### config.mk
export PLATFORM = sky130hd
export DESIGN_NAME = bcd_snap_counter
export DESIGN_NICKNAME = d
export VERILOG_FILES = /design/src/rtl/bcd_snap_pkg.sv /design/src/rtl/sync2.sv /design/src/rtl/fall_det.sv /design/src/rtl/bcd_chain.sv /design/src/rtl/snap_latch.sv /design/src/rtl/bcd_snap_counter.sv
export SDC_FILE = /design/constraint.sdc
export NUM_CORES = 1
export LEC_CHECK = 0
export BUFFER_PORTS_ARGS = -buffer_cell sky130_fd_sc_hd__buf_2
export CAP_MARGIN = 10
export CORE_MARGIN = 5
export CORE_UTILIZATION = 57
export DETAILED_ROUTE_END_ITERATION = 8
export MAX_ROUTING_LAYER = met4
export PLACE_DENSITY = 0.9
export RECOVER_POWER = 50
export SKIP_LAST_GASP = 1
export SYNTH_ARGS = -nofsm -noshare
export SYNTH_HDL_FRONTEND = slang
export SYNTH_HIERARCHICAL = 1
export SYNTH_SLANG_ARGS = --single-unit
### constraint.sdc
create_clock -name clk_i -period 2.35 [get_ports clk_i]
set_input_delay 0.47 -clock clk_i [delete_from_list [all_inputs] [get_ports clk_i]]
set_output_delay 0.47 -clock clk_i [all_outputs]
set_load 0.01 [all_outputs]
### src/rtl/bcd_snap_pkg.sv
package bcd_snap_pkg;
  localparam int BCD_W = 4;
  typedef logic [BCD_W-1:0] bcd_t;
  localparam bcd_t BCD_MAX = 4'd9;
endpackage

### src/rtl/sync2.sv
module sync2 #(
  parameter int         WIDTH   = 1,
  parameter logic [WIDTH-1:0] RST_VAL = '0
) (
  input  logic             clk_i,
  input  logic             rst_ni,
  input  logic [WIDTH-1:0] d_i,
  output logic [WIDTH-1:0] q_o
);
  logic [WIDTH-1:0] meta_q;

  always_ff @(posedge clk_i or negedge rst_ni) begin
    if (!rst_ni) begin
      meta_q <= RST_VAL;
      q_o    <= RST_VAL;
    end else begin
      meta_q <= d_i;
      q_o    <= meta_q;
    end
  end
endmodule

### src/rtl/fall_det.sv
module fall_det (
  input  logic clk_i,
  input  logic rst_ni,
  input  logic d_i,
  output logic fall_o
);
  logic prev_q;

  always_ff @(posedge clk_i or negedge rst_ni) begin
    if (!rst_ni) prev_q <= 1'b0;
    else         prev_q <= d_i;
  end

  assign fall_o = prev_q & ~d_i;
endmodule

### src/rtl/bcd_chain.sv
module bcd_chain import bcd_snap_pkg::*; #(
  parameter int NUM_DEC = 6
) (
  input  logic                     clk_i,
  input  logic                     rst_ni,
  input  logic                     clr_i,
  input  logic                     inc_i,
  output logic [NUM_DEC*BCD_W-1:0] digits_o
);
  logic [NUM_DEC:0] carry;

  assign carry[0] = inc_i;

  for (genvar i = 0; i < NUM_DEC; i++) begin : g_dec
    bcd_t dig_q;
    assign carry[i+1] = carry[i] & (dig_q == BCD_MAX);
    assign digits_o[i*BCD_W +: BCD_W] = dig_q;

    always_ff @(posedge clk_i or negedge rst_ni) begin
      if (!rst_ni)       dig_q <= '0;
      else if (clr_i)    dig_q <= '0;
      else if (carry[i]) dig_q <= (dig_q == BCD_MAX) ? '0 : dig_q + 1'b1;
    end

    AST_BCD_RANGE: assert property (@(posedge clk_i) disable iff (!rst_ni)
      dig_q <= BCD_MAX);
  end

  AST_CLR_ZERO: assert property (@(posedge clk_i) disable iff (!rst_ni)
    clr_i |=> digits_o == '0);
  AST_WRAP_ZERO: assert property (@(posedge clk_i) disable iff (!rst_ni)
    (!clr_i && carry[NUM_DEC]) |=> digits_o == '0);
  AST_IDLE_HOLD: assert property (@(posedge clk_i) disable iff (!rst_ni)
    (!clr_i && !inc_i) |=> $stable(digits_o));
endmodule

### src/rtl/snap_latch.sv
module snap_latch #(
  parameter int WIDTH = 8
) (
  input  logic             clk_i,
  input  logic             rst_ni,
  input  logic             load_i,
  input  logic [WIDTH-1:0] d_i,
  output logic [WIDTH-1:0] q_o
);
  always_ff @(posedge clk_i or negedge rst_ni) begin
    if (!rst_ni)     q_o <= '0;
    else if (load_i) q_o <= d_i;
  end

  AST_LATCH_HOLD: assert property (@(posedge clk_i) disable iff (!rst_ni)
    !load_i |=> $stable(q_o));
  AST_LATCH_TAKE: assert property (@(posedge clk_i) disable iff (!rst_ni)
    load_i |=> q_o == $past(d_i));
endmodule

### src/rtl/bcd_snap_counter.sv
module bcd_snap_counter import bcd_snap_pkg::*; #(
  parameter int NUM_DEC = 6,
  parameter int OVF_SRC = 8
) (
  input  logic                         clk_i,
  input  logic                         rst_ni,
  input  logic                         clr_ni,
  input  logic                         load_ni,
  input  logic [3:0]                   pre_lo_i,
  input  logic [3:0]                   pre_hi_i,
  input  logic                         ovf_i,
  output logic [(NUM_DEC+2)*BCD_W-1:0] digits_o,
  output logic                         ovf_o
);
  localparam int CNT_W   = NUM_DEC * BCD_W;
  localparam int DW      = CNT_W + 2 * BCD_W;
  localparam int SYNC_W  = 3 + 2 * BCD_W;
  localparam int OVF_IDX = (OVF_SRC >= 3) ? OVF_SRC - 3 : NUM_DEC - 1;
  localparam logic [SYNC_W-1:0] SYNC_RST = SYNC_W'(3); // clr/load idle high

  logic [SYNC_W-1:0] sync_q;
  logic              clr_s, load_s, ovf_s;
  bcd_t              pre_lo_s, pre_hi_s;
  logic              cnt_clk, cnt_fall;
  logic              ovf_src, ovf_fall, ovf_q;
  logic [CNT_W-1:0]  cnt_digits;

  sync2 #(.WIDTH(SYNC_W), .RST_VAL(SYNC_RST)) u_sync (
    .clk_i (clk_i),
    .rst_ni(rst_ni),
    .d_i   ({pre_hi_i, pre_lo_i, ovf_i, load_ni, clr_ni}),
    .q_o   (sync_q)
  );

  assign {pre_hi_s, pre_lo_s, ovf_s, load_s, clr_s} = sync_q;

  // count clock: weights 4 and 8 of second prescaler digit
  assign cnt_clk = pre_hi_s[2] | pre_hi_s[3];

  fall_det u_cnt_edge (
    .clk_i (clk_i),
    .rst_ni(rst_ni),
    .d_i   (cnt_clk),
    .fall_o(cnt_fall)
  );

  bcd_chain #(.NUM_DEC(NUM_DEC)) u_chain (
    .clk_i   (clk_i),
    .rst_ni  (rst_ni),
    .clr_i   (!clr_s),
    .inc_i   (cnt_fall),
    .digits_o(cnt_digits)
  );

  assign ovf_src = (OVF_SRC == 0) ? ovf_s : cnt_digits[OVF_IDX*BCD_W + 3];

  fall_det u_ovf_edge (
    .clk_i (clk_i),
    .rst_ni(rst_ni),
    .d_i   (ovf_src),
    .fall_o(ovf_fall)
  );

  always_ff @(posedge clk_i or negedge rst_ni) begin
    if (!rst_ni)       ovf_q <= 1'b0;
    else if (!clr_s)   ovf_q <= 1'b0;
    else if (ovf_fall) ovf_q <= 1'b1;
  end

  AST_OVF_STICKY: assert property (@(posedge clk_i) disable iff (!rst_ni)
    (ovf_q && clr_s) |=> ovf_q);
  AST_OVF_SET: assert property (@(posedge clk_i) disable iff (!rst_ni)
    (ovf_fall && clr_s) |=> ovf_q);
  AST_OVF_CLR: assert property (@(posedge clk_i) disable iff (!rst_ni)
    !clr_s |=> !ovf_q);

  snap_latch #(.WIDTH(DW + 1)) u_latch (
    .clk_i (clk_i),
    .rst_ni(rst_ni),
    .load_i(!load_s),
    .d_i   ({ovf_q, cnt_digits, pre_hi_s, pre_lo_s}),
    .q_o   ({ovf_o, digits_o})
  );

  AST_OVF_OUT_HOLD: assert property (@(posedge clk_i) disable iff (!rst_ni)
    load_s |=> $stable(ovf_o));
endmodule

==> summary by stage <==
Routing
The number of nets with antenna violations after detailed routing is 0. The detailed-route via count is 2,112. After detailed routing, the number of vias per cell comes to 5.49. The first-pass iteration count of the detailed router is 4. Summed over all layers, the routed wires come to 6.35 mm. The per-cell routed wire length is 16.5 um. After detailed routing, the number of remaining DRC violations is 0.

The number of DRC markers in iteration 0 is 99.

Clocking
After clock tree synthesis, the setup repair step added 0 buffers. The maximum root-to-sink buffer count is 2. The number of instances resized during post-cts repair is 0. After clock tree synthesis, the flow added hold-fix buffers numbering 0. The H-tree depth is 3.

The clock root buffer master is clkbuf_8. The CTS tree is yes. The clock insertion delay at the later pin of the skew report is 350 ps.

After clock tree synthesis, the clock-pin slew on the worst setup and hold paths is 90 ps. The total clock sinks is 80. In this run, CTS created clock tree buffers numbering 9.

Worst setup path
STA classifies the critical path startpoint as a flip-flop. The cell family contributing the most delay on the critical path is simple AND/OR/NAND/NOR gates. For the worst setup path, the data required time is 2610 ps.

Walking the worst path, the cells encountered are or2_0 -> nor2b_4 -> and4b_2 -> nand4_2 -> or4_1 -> a31oi_1. The worst setup path is of the flip-flop to flip-flop kind. The worst path arrival time is 2460 ps.

For this design, the slowest cell found on the critical path is or4_1. The largest single stage delay on the critical path is 510 ps. The worst setup path is captured at a flip-flop.

In this run the worst path has a maximum fanout of 7. The critical path contains buffers and inverters numbering 0 combined.

Place
The total placed cells including tap cells is 369. During placement, the flow inserted port buffers numbering 44. The congestion estimate from routability-driven global placement came to 0.851. The HPWL after detailed placement is 4.31 mm. The worst slack after detailed placement is 223 ps.

Job
Across the run, the number of max-cap violations was 0.

Power
Dividing total power by cell area gives a power density of 639 nW/um2. IR analysis of the VDD net gives a maximum drop of 0.540 mV. The total power after layout is 2.50 mW. The cell leakage power is 1.98 nW.

Yosys
The synthesized net count is 279. The synthesized instance count is 254. The cell area that synthesis handed to floorplanning was 3480 um2.

The Yosys step of the flow raised 6 warnings. A synthesized cell averages 13.7 um2.

Run status
The run finished with clean final reports.

Timing
The worst hold slack after final layout is 208 ps. The total count of max-transition violations in the final report is 0. The worst path needs 2200 ps of the cycle, external delays included.

Setup repair after global routing left no endpoint under its margin. The clock tree skew after final layout is 7.56 ps. The sum of negative setup slack is 0 ps. Across all setup checks in the final design, the least slack found is 153 ps. Static timing analysis puts the maximum clock frequency at 455 MHz.

The part of the cycle the worst path needs is 0.935. The setup-violating endpoint count in the final report is 0. The number of hold violations in the final report came to 0. At the pin with the least slew margin, the transition time is 959 ps. Measured against its own limit, the worst slew margin works out to 0.360.

Global route
Summed over all layers, the global routing overflow is 0. The number of antenna violations at the first check in global routing is 0. Across every metal layer, demand over resource in global routing totals 0.189.

The number of global-route vias before repair came to 2,231. The first-pass GRT wire length is 10.6 mm. Entering global routing, the biggest net connects 43 pins.

Floorplanning
The initial utilization of the core area, before any placement, comes to 0.588. The standard-cell row count is 28. The total I/O pin count is 46.

The die extent in y is 88.2 um. The area of the placeable core is 5920 um2. The width of the die is 88.2 um. The floorplan step defined a die boundary enclosing 7770 um2.

Finish
Relative to the synthesized area, the layout overhead comes to 12.6%. The fraction of final layout cells with drive strength greater than 1 is 0.361. For this run, the post-layout net count is 330. The number of diodes added for antenna fixing is 0. The final non-filler cell total is 385.

Worst hold path
The path class of the tightest hold or removal check is primary input to flip-flop.
## cell type report
cell class	count	area (um2)
clock buffers	11	141
fillers	423	2000
clock inverters	5	41.3
multi-input cells	154	1340
inverters	11	41.3
well taps	75	93.8
repair buffers	49	255
flip-flops and latches	80	2010
## worst register-to-register path, stage by stage, from the launching register on
cell     delay [ps]
dfrtp_1         390
or2_0           280
nor2b_4         230
and4b_2         330
nand4_2         170
or4_1           510
a31oi_1         200
## per-stage QoR
step / util / area (um2)
2_1_floorplan: - / 3480
3_3_place_gp: 0.634 / 3760
3_5_place_dp: 0.634 / 3760
4_1_cts: 0.665 / 3940
5_1_grt: 0.662 / 3920
6_report: 0.662 / 3920
## worst paths after layout
check | cells after the start | to | from | slack (ps)
min in group asynchronous | 1 | u_sync/meta_q[6] | rst_ni | 260
max in group asynchronous | 2 | u_chain/g_dec[1].dig_q[1] | rst_ni | 630
worst min register to register | 0 | u_sync/q_o[5] | u_sync/meta_q[5] | 350
worst min-delay path | 1 | u_sync/meta_q[1] | load_ni | 210
worst max register to register | 6 | u_chain/g_dec[4].dig_q[3] | u_sync/q_o[10] | 150
worst max-delay path | 6 | u_chain/g_dec[4].dig_q[3] | u_sync/q_o[10] | 150
## flip-flops by register name (all words and copies together), names as in the netlist
signal               cells
u_sync/q_o              10
ovf_q                    1
u_cnt_edge/prev_q        1
u_latch/q_o             33
u_chain/g_dec.dig_q     24
u_sync/meta_q           10
u_ovf_edge/prev_q        1
## power breakdown
group,internal (mW),switching (mW)
clock,0.420,0.514
combinational,0.0580,0.0814
sequential,1.41,0.0168
## cells in the final DEF (no fill, tap or decap), types with 3 or more instances in the layout
| cell type | instances |
|---|---|
| and3b_1 | 3 |
| a31oi_1 | 3 |
| nand3b_1 | 4 |
| or3_1 | 4 |
| inv_1 | 10 |
| clkbuf_8 | 10 |
| mux2i_1 | 3 |
| o21ai_0 | 4 |
| a21oi_1 | 12 |
| ha_1 | 12 |
| mux2_4 | 30 |
| nor3_1 | 5 |
| mux2_2 | 4 |
| nand2_1 | 15 |
| dfstp_2 | 4 |
| buf_2 | 43 |
| dfrtp_1 | 76 |
| nor2_1 | 14 |
| nand3_1 | 7 |
| buf_4 | 4 |
## layer usage
layer  global-route usage  routed length, um  vias up
met1                0.224               2720     1047
met4                0.109                215        0
met5                    -                  0        -
li1                     -                  -      998
met3               0.0367                234       19
met2                0.300               3180       48
Note: power is estimated with default switching activity, not from simulation.
